File: config.mk
export PLATFORM = sky130hd
export DESIGN_NAME = dir_walker
export DESIGN_NICKNAME = d
export VERILOG_FILES = /design/src/rtl/dir_walker_pkg.sv /design/src/rtl/dir_walker_dp.sv /design/src/rtl/dir_walker_ctrl.sv /design/src/rtl/dir_walker.sv
export SDC_FILE = /design/constraint.sdc
export NUM_CORES = 2
export LEC_CHECK = 0
export ABC_AREA = 1
export BUFFER_PORTS_ARGS = -buffer_cell sky130_fd_sc_hd__buf_2
export CAP_MARGIN = 20
export CORE_MARGIN = 3
export CORE_UTILIZATION = 55
export CTS_BUF_LIST = sky130_fd_sc_hd__clkbuf_2
export DETAILED_ROUTE_END_ITERATION = 8
export PLACE_DENSITY_LB_ADDON = 0.12
export SLEW_MARGIN = 15
export SYNTH_ARGS = -nofsm -noshare
export SYNTH_HDL_FRONTEND = slang
export SYNTH_SLANG_ARGS = --single-unit
File: constraint.sdc
create_clock -name clk -period 9.3 [get_ports clk]
set_clock_uncertainty 0.1 [all_clocks]
set_input_delay 1.86 -clock clk [delete_from_list [all_inputs] [get_ports clk]]
set_output_delay 1.86 -clock clk [all_outputs]
set_load 0.01 [all_outputs]
File: src/rtl/dir_walker_pkg.sv
package dir_walker_pkg;

  localparam logic [31:0] TABLE_MAGIC = 32'h5344_422D;
  localparam logic [7:0]  FMT_VERSION = 8'd1;
  localparam logic [7:0]  TYPE_HEADER = 8'h00;
  localparam logic [7:0]  TYPE_DEVICE = 8'h01;
  localparam logic [7:0]  TYPE_BRIDGE = 8'h02;

  // Which 32-bit word of a table or record the next read targets
  typedef enum logic [3:0] {
    F_MAGIC, F_HDR, F_TYPE, F_VHI, F_VLO, F_DID, F_FIRST, F_LAST, F_CHILD
  } fieldSel_t;

  typedef enum logic [1:0] {
    ST_FOUND   = 2'd0,
    ST_NONE    = 2'd1,
    ST_MAGIC   = 2'd2,
    ST_VERSION = 2'd3
  } walkStatus_t;

  // Strobes from the sequencer to the datapath
  typedef struct packed {
    fieldSel_t field;
    logic      initRoot;
    logic      capHdr;
    logic      capChild;
    logic      push;
    logic      pop;
    logic      nextRec;
    logic      capFirst;
    logic      capLast;
    logic      setWarn;
    logic      setOvf;
  } dpCtl_t;

  function automatic logic [5:0] fieldOffset(fieldSel_t f);
    case (f)
      F_MAGIC: return 6'h00;
      F_HDR:   return 6'h04;
      F_TYPE:  return 6'h3C;
      F_VHI:   return 6'h18;
      F_VLO:   return 6'h1C;
      F_DID:   return 6'h20;
      F_FIRST: return 6'h0C;
      F_LAST:  return 6'h14;
      F_CHILD: return 6'h04;
      default: return 6'h00;
    endcase
  endfunction

endpackage

File: src/rtl/dir_walker_dp.sv
module dir_walker_dp
  import dir_walker_pkg::*;
#(
  parameter int ADDR_W      = 32,
  parameter int STACK_DEPTH = 4
) (
  input  logic              clk,
  input  logic              rstN,
  input  dpCtl_t            ctl,
  input  logic [31:0]       rdData,
  input  logic [ADDR_W-1:0] rootAddr,
  input  logic [63:0]       vendorId,
  input  logic [31:0]       deviceId,
  output logic [ADDR_W-3:0] rdAddr,
  output logic              magicOk,
  output logic              versionOk,
  output logic              recEnd,
  output logic              stackEmpty,
  output logic              stackFull,
  output logic [7:0]        recType,
  output logic              vendHiOk,
  output logic              vendLoOk,
  output logic              devOk,
  output logic [ADDR_W-1:0] devFirst,
  output logic [ADDR_W-1:0] devLast,
  output logic              warnFlag,
  output logic              ovfFlag
);

  localparam int SP_W      = $clog2(STACK_DEPTH + 1);
  localparam int IDX_W     = $clog2(STACK_DEPTH);
  localparam int CNT_W     = 16;
  localparam int REC_SHIFT = 6;

  typedef struct packed {
    logic [CNT_W-1:0]  resumeIdx;
    logic [CNT_W-1:0]  count;
    logic [ADDR_W-1:0] tblBase;
    logic [ADDR_W-1:0] spaceBase;
  } frame_t;

  logic [ADDR_W-1:0] tblBase, spaceBase, childRel;
  logic [CNT_W-1:0]  recIdx, recCount;
  logic [SP_W-1:0]   sp;
  logic [63:0]       tgtVendor;
  logic [31:0]       tgtDevice;
  frame_t            frames [STACK_DEPTH];
  frame_t            popFrame;
  logic [STACK_DEPTH-1:0] slotWr;

  logic [ADDR_W-1:0] recBase, byteAddr, offset;
  logic [1:0]        unusedLowBits;

  // Address generation: header words are relative to the table base,
  // all other fields to the current record base.
  assign recBase  = tblBase + (ADDR_W'(recIdx) << REC_SHIFT);
  assign offset   = ADDR_W'(fieldOffset(ctl.field));
  assign byteAddr = ((ctl.field == F_MAGIC) || (ctl.field == F_HDR))
                    ? tblBase + offset : recBase + offset;
  assign rdAddr        = byteAddr[ADDR_W-1:2];
  assign unusedLowBits = byteAddr[1:0];

  // Comparisons on the word being acknowledged
  assign magicOk   = (rdData == TABLE_MAGIC);
  assign versionOk = (rdData[15:8] == FMT_VERSION);
  assign recType   = rdData[7:0];
  assign vendHiOk  = (rdData == tgtVendor[63:32]);
  assign vendLoOk  = (rdData == tgtVendor[31:0]);
  assign devOk     = (rdData == tgtDevice);

  assign recEnd     = (recIdx >= recCount);
  assign stackEmpty = (sp == '0);
  assign stackFull  = (sp == SP_W'(STACK_DEPTH));
  assign popFrame   = frames[IDX_W'(sp - SP_W'(1))];

  generate
    for (genvar e = 0; e < STACK_DEPTH; e++) begin : g_slot
      assign slotWr[e] = ctl.push && (sp == SP_W'(e));
    end
  endgenerate

  always_ff @(posedge clk) begin
    if (!rstN) begin
      for (int e = 0; e < STACK_DEPTH; e++) frames[e] <= '0;
    end else begin
      for (int e = 0; e < STACK_DEPTH; e++) begin
        if (slotWr[e]) begin
          frames[e] <= '{resumeIdx: recIdx + CNT_W'(1), count: recCount,
                         tblBase: tblBase, spaceBase: spaceBase};
        end
      end
    end
  end

  always_ff @(posedge clk) begin
    if (!rstN) begin
      tblBase   <= '0;
      spaceBase <= '0;
      childRel  <= '0;
      recIdx    <= '0;
      recCount  <= '0;
      sp        <= '0;
      tgtVendor <= '0;
      tgtDevice <= '0;
      devFirst  <= '0;
      devLast   <= '0;
      warnFlag  <= 1'b0;
      ovfFlag   <= 1'b0;
    end else begin
      if (ctl.initRoot) begin
        tblBase   <= rootAddr;
        spaceBase <= '0;
        sp        <= '0;
        recIdx    <= '0;
        recCount  <= '0;
        tgtVendor <= vendorId;
        tgtDevice <= deviceId;
        devFirst  <= '0;
        devLast   <= '0;
        warnFlag  <= 1'b0;
        ovfFlag   <= 1'b0;
      end
      if (ctl.capHdr) begin
        recCount <= rdData[31:16];
        recIdx   <= CNT_W'(1);
      end
      if (ctl.nextRec) recIdx <= recIdx + CNT_W'(1);
      if (ctl.capChild) childRel <= rdData[ADDR_W-1:0];
      if (ctl.push) begin
        sp        <= sp + SP_W'(1);
        tblBase   <= spaceBase + childRel;
        spaceBase <= spaceBase + rdData[ADDR_W-1:0];
      end
      if (ctl.pop) begin
        sp        <= sp - SP_W'(1);
        recIdx    <= popFrame.resumeIdx;
        recCount  <= popFrame.count;
        tblBase   <= popFrame.tblBase;
        spaceBase <= popFrame.spaceBase;
      end
      if (ctl.capFirst) devFirst <= spaceBase + rdData[ADDR_W-1:0];
      if (ctl.capLast)  devLast  <= spaceBase + rdData[ADDR_W-1:0];
      if (ctl.setWarn)  warnFlag <= 1'b1;
      if (ctl.setOvf)   ovfFlag  <= 1'b1;
    end
  end

endmodule

File: src/rtl/dir_walker_ctrl.sv
module dir_walker_ctrl
  import dir_walker_pkg::*;
(
  input  logic       clk,
  input  logic       rstN,
  input  logic       start,
  input  logic       rdAck,
  input  logic       magicOk,
  input  logic       versionOk,
  input  logic       recEnd,
  input  logic       stackEmpty,
  input  logic       stackFull,
  input  logic [7:0] recType,
  input  logic       vendHiOk,
  input  logic       vendLoOk,
  input  logic       devOk,
  output dpCtl_t     ctl,
  output logic       rdReq,
  output logic       busy,
  output logic       done,
  output logic [1:0] status
);

  typedef enum logic [3:0] {
    S_IDLE, S_MAGIC, S_HDR, S_SCAN, S_TYPE, S_VHI, S_VLO, S_DID,
    S_FIRST, S_LAST, S_CHILD, S_BFIRST
  } walkState_t;

  walkState_t  state, nextState;
  logic        finNow;
  walkStatus_t finCode;

  assign busy = (state != S_IDLE);

  always_comb begin
    ctl       = '0;
    ctl.field = F_TYPE;
    nextState = state;
    finNow    = 1'b0;
    finCode   = ST_NONE;
    rdReq     = 1'b0;
    case (state)
      S_IDLE: begin
        if (start) begin
          ctl.initRoot = 1'b1;
          nextState    = S_MAGIC;
        end
      end
      S_MAGIC: begin
        rdReq     = 1'b1;
        ctl.field = F_MAGIC;
        if (rdAck) begin
          if (magicOk) nextState = S_HDR;
          else begin
            finNow    = 1'b1;
            finCode   = ST_MAGIC;
            nextState = S_IDLE;
          end
        end
      end
      S_HDR: begin
        rdReq     = 1'b1;
        ctl.field = F_HDR;
        if (rdAck) begin
          if (versionOk) begin
            ctl.capHdr = 1'b1;
            nextState  = S_SCAN;
          end else begin
            finNow    = 1'b1;
            finCode   = ST_VERSION;
            nextState = S_IDLE;
          end
        end
      end
      S_SCAN: begin
        if (recEnd) begin
          if (stackEmpty) begin
            finNow    = 1'b1;
            finCode   = ST_NONE;
            nextState = S_IDLE;
          end else begin
            ctl.pop = 1'b1;
          end
        end else begin
          nextState = S_TYPE;
        end
      end
      S_TYPE: begin
        rdReq     = 1'b1;
        ctl.field = F_TYPE;
        if (rdAck) begin
          if (recType == TYPE_DEVICE) begin
            nextState = S_VHI;
          end else if (recType == TYPE_BRIDGE) begin
            if (stackFull) begin
              ctl.setOvf  = 1'b1;
              ctl.nextRec = 1'b1;
              nextState   = S_SCAN;
            end else begin
              nextState = S_CHILD;
            end
          end else begin
            ctl.nextRec = 1'b1;
            ctl.setWarn = (recType != TYPE_HEADER) && !recType[7];
            nextState   = S_SCAN;
          end
        end
      end
      S_VHI: begin
        rdReq     = 1'b1;
        ctl.field = F_VHI;
        if (rdAck) begin
          if (vendHiOk) nextState = S_VLO;
          else begin
            ctl.nextRec = 1'b1;
            nextState   = S_SCAN;
          end
        end
      end
      S_VLO: begin
        rdReq     = 1'b1;
        ctl.field = F_VLO;
        if (rdAck) begin
          if (vendLoOk) nextState = S_DID;
          else begin
            ctl.nextRec = 1'b1;
            nextState   = S_SCAN;
          end
        end
      end
      S_DID: begin
        rdReq     = 1'b1;
        ctl.field = F_DID;
        if (rdAck) begin
          if (devOk) nextState = S_FIRST;
          else begin
            ctl.nextRec = 1'b1;
            nextState   = S_SCAN;
          end
        end
      end
      S_FIRST: begin
        rdReq     = 1'b1;
        ctl.field = F_FIRST;
        if (rdAck) begin
          ctl.capFirst = 1'b1;
          nextState    = S_LAST;
        end
      end
      S_LAST: begin
        rdReq     = 1'b1;
        ctl.field = F_LAST;
        if (rdAck) begin
          ctl.capLast = 1'b1;
          finNow      = 1'b1;
          finCode     = ST_FOUND;
          nextState   = S_IDLE;
        end
      end
      S_CHILD: begin
        rdReq     = 1'b1;
        ctl.field = F_CHILD;
        if (rdAck) begin
          ctl.capChild = 1'b1;
          nextState    = S_BFIRST;
        end
      end
      S_BFIRST: begin
        rdReq     = 1'b1;
        ctl.field = F_FIRST;
        if (rdAck) begin
          ctl.push  = 1'b1;
          nextState = S_MAGIC;
        end
      end
      default: nextState = S_IDLE;
    endcase
  end

  always_ff @(posedge clk) begin
    if (!rstN) begin
      state  <= S_IDLE;
      done   <= 1'b0;
      status <= 2'd0;
    end else begin
      state <= nextState;
      done  <= finNow;
      if (finNow) status <= finCode;
    end
  end

endmodule

File: src/rtl/dir_walker.sv
module dir_walker
  import dir_walker_pkg::*;
#(
  parameter int ADDR_W      = 32,
  parameter int STACK_DEPTH = 4
) (
  input  logic              clk,
  input  logic              rstN,
  input  logic              start,
  input  logic [ADDR_W-1:0] rootAddr,
  input  logic [63:0]       vendorId,
  input  logic [31:0]       deviceId,
  output logic              busy,
  output logic              done,
  output logic [1:0]        status,
  output logic [ADDR_W-1:0] devFirst,
  output logic [ADDR_W-1:0] devLast,
  output logic              warnFlag,
  output logic              ovfFlag,
  output logic              rdReq,
  output logic [ADDR_W-3:0] rdAddr,
  input  logic              rdAck,
  input  logic [31:0]       rdData
);

  dpCtl_t     ctl;
  logic       magicOk, versionOk, recEnd, stackEmpty, stackFull;
  logic       vendHiOk, vendLoOk, devOk;
  logic [7:0] recType;

  dir_walker_ctrl u_ctrl (
    .clk(clk), .rstN(rstN), .start(start), .rdAck(rdAck),
    .magicOk(magicOk), .versionOk(versionOk), .recEnd(recEnd),
    .stackEmpty(stackEmpty), .stackFull(stackFull), .recType(recType),
    .vendHiOk(vendHiOk), .vendLoOk(vendLoOk), .devOk(devOk),
    .ctl(ctl), .rdReq(rdReq), .busy(busy), .done(done), .status(status)
  );

  dir_walker_dp #(.ADDR_W(ADDR_W), .STACK_DEPTH(STACK_DEPTH)) u_dp (
    .clk(clk), .rstN(rstN), .ctl(ctl), .rdData(rdData),
    .rootAddr(rootAddr), .vendorId(vendorId), .deviceId(deviceId),
    .rdAddr(rdAddr), .magicOk(magicOk), .versionOk(versionOk),
    .recEnd(recEnd), .stackEmpty(stackEmpty), .stackFull(stackFull),
    .recType(recType), .vendHiOk(vendHiOk), .vendLoOk(vendLoOk),
    .devOk(devOk), .devFirst(devFirst), .devLast(devLast),
    .warnFlag(warnFlag), .ovfFlag(ovfFlag)
  );

endmodule

==> results_dict.tcl <==
set metrics [dict create \
    final_max_slew_viol_count 0 \
    end_kind "output port" \
    final_util_pct 61.5 \
    syn-num-nets 4818 \
    cts.hold.buffers_added 0 \
    syn_avg_cell_area_um2 7.89 \
    slew_headroom_pct 25.8 \
    drc 0 \
    yosysTopAreaCellShare_pct 31.5 \
    startpoint_type "flip-flop" \
    antenna_found_initial 4 \
    netSwitchingPower_uw 1780 \
    synth-seq-cells 674 \
    dr_total_vias 33367 \
    fin_crit_sh_pct 84.4 \
    die_w_um 261 \
    synth_edf_count 376 \
    seqPwrFrac_pct 54.4 \
    initial_utilization_pct 56.3 \
    routed_wirelength_um 121000 \
    cts_setup_buffers 0 \
    cts-resized-gates 0 \
    clockPowerShare_pct 35.0 \
    synthCells 4545 \
    post_drt_via_cell_ratio 5.78 \
    drt-wirelength-per-cell_um 21.0 \
    numClockSinks 674 \
    cts_buffers 171 \
    post-route-min-period_ps 7850 \
    drive_gt1_share_pct 14.3 \
    rsz0062_at_grt "no" \
    h-tree-depth 4 \
    grt_usage_pct 35.1 \
    portBuffers 262 \
    drtPass1Iterations 6 \
    dp_slack_ps 2940 \
    setup_ws_ps 1450 \
    critPathMaxFanout 6 \
    synth_top_area_cell "edfxtp_1" \
    max_freq_mhz 127 \
    p_comb_share_pct 10.6 \
    overflow 0 \
    setup_viol 0 \
    drt_iter0_markers 3348 \
    p_leak_uw 0.0155 \
    cp.required_ps 7340 \
    ir_drop_mv 0.106 \
    nets 5066 \
    yosysUniqueCellTypes 54 \
    outcome "finished clean" \
    worstMarginPinSlew_ps 1110 \
    synthArstFlopShare_pct 0 \
    power.internal_uw 4350 \
    cts_tree "yes" \
    ys_warn_count 0 \
    ant_nets 0 \
    seq_area_frac_synth_pct 48.1 \
    area_delta_synth_final_pct 9.39 \
    hold_viol 0 \
    cp.arrival_ps 5890 \
    grt_pass1_wl_um 182000 \
    nFillCells 5975 \
    coreArea_um2 63800 \
    path_clk_slew_ps 100 \
    worstSkewPairLatency_ps 1410 \
    synth_area_leaders "edfxtp_1 (31%), dfxtp_1 (17%), nand2_1 (10%)" \
    clock-root-buffer "clkbuf_2" \
    dominantRegCellSynth "edfxtp_1" \
    place_congestion 0.992 \
    drv_cap 0 \
    path_class "flip-flop to output port" \
    rows 92 \
    swShare_pct 29.0 \
    whs_ps 363 \
    dp_hpwl_um 81100 \
    powerDensity_nw_per_um2 156 \
    die_area_um2 68300 \
    die_h_um 261 \
    finalPower_uw 6140 \
    grt_max_degree 101 \
    syn_area_um2 35900 \
    grt_pass1_vias 31165 \
    yosys-top-cells-count "nand2_1 (951), nor2_1 (825), o21ai_0 (385)" \
    io_pins 265 \
    yosysMostFrequentCell "nand2_1" \
    clock_path_buffers 3 \
    hold_path.class "flip-flop to flip-flop" \
]
## layout make-up
cell class | count | area [um2] | share of cell area, %
diodes | 3 | 7.51 | 0.0191
clock buffers | 273 | 1370 | 3.48
clock inverters | 30 | 270 | 0.689
inverters | 354 | 1340 | 3.41
multi-input cells | 3295 | 16300 | 41.7
flip-flops and latches | 674 | 17300 | 44.0
well taps | 846 | 1060 | 2.70
repair buffers | 297 | 1600 | 4.07
## metal layers
layer,part of all wire (%),track usage [%]
met5,0.011,0
met1,41,46.2
met2,46,56.3
met3,9.0,6.31
met4,4.8,16.6
## power groups by stage
stage          Clock, uW  Combinational [uW]  Sequential [uW]
5_1_grt             2320                 711             3350
3_3_place_gp           0                 637             3400
3_5_place_dp           0                 639             3400
2_1_floorplan          0                 401             3390
4_1_cts             2180                 643             3340
6_report            2150                 652             3340
## per-stage QoR
stage	instances	TNS, ps	cell area (um2)
global route	5771	0	39200
CTS	5768	0	39200
global placement	5465	0	37600
floorplan	4545	-81120	35900
detailed placement	5465	0	37600
finish	5772	0	39200
## cell families after synthesis
family	after synthesis	share of synthesized area (%)
AOI/OAI and AO/OA	975	14.8
xor gates and xnor gates	123	3.00
adders and majority gates	109	3.84
buffers and inverters	576	6.55
DFF	674	48.1
and+or+nand+nor	2088	23.7
## worst max-delay path: stages (launching register included)
cell and delay (ps):
dfxtp_1 410, inv_2 70, nor2_2 160, inv_1 150, nor2_1 180, nor2_1 90, nand2_1 100, inv_1 70
ha_1 300, a221oi_1 590, ha_1 360, inv_1 100, o21ai_2 310, nand2_1 90, a21oi_1 170, nand2_1 170
nor2_1 420, nand2_1 120, xor2_1 250, nand2_1 90, o31ai_1 120, buf_2 190
## final timing paths
kind	startpoint	end	slack (ps)	cells after the start
setup / recovery	u_ctrl.state[2]	rdAddr[15]	1450	21
hold / removal	u_dp.devFirst[3]	u_dp.devFirst[3]	360	2
setup reg to reg	u_dp.sp[0]	u_dp.tblBase[28]	5070	11
hold reg to reg	u_dp.devFirst[3]	u_dp.devFirst[3]	360	2
## flip-flops by register name (all words and copies together), names as in the netlist, 4 cells and up
name / count
u_dp.tgtVendor: 64
u_ctrl.state: 4
u_dp.recIdx: 16
u_dp.devLast: 32
u_dp.tgtDevice: 32
u_dp.tblBase: 30
u_dp.frames: 376
u_dp.spaceBase: 32
u_dp.childRel: 32
u_dp.recCount: 16
u_dp.devFirst: 32
## layout by cell type (no fill, tap or decap), types with 35 or more instances in the layout
| cell type | count |
|---|---|
| xnor2_1 | 68 |
| nor3_1 | 35 |
| dfxtp_1 | 297 |
| inv_1 | 315 |
| nand4_1 | 39 |
| o22ai_1 | 94 |
| buf_4 | 35 |
| nor2_1 | 823 |
| clkbuf_2 | 273 |
| a31oi_1 | 35 |
| a21oi_1 | 370 |
| buf_2 | 261 |
| edfxtp_1 | 376 |
| ha_1 | 106 |
| inv_2 | 37 |
| nand2_1 | 948 |
| nand3_1 | 142 |
| xor2_1 | 55 |
| o21ai_0 | 383 |
(Power assumes the default switching activity.)
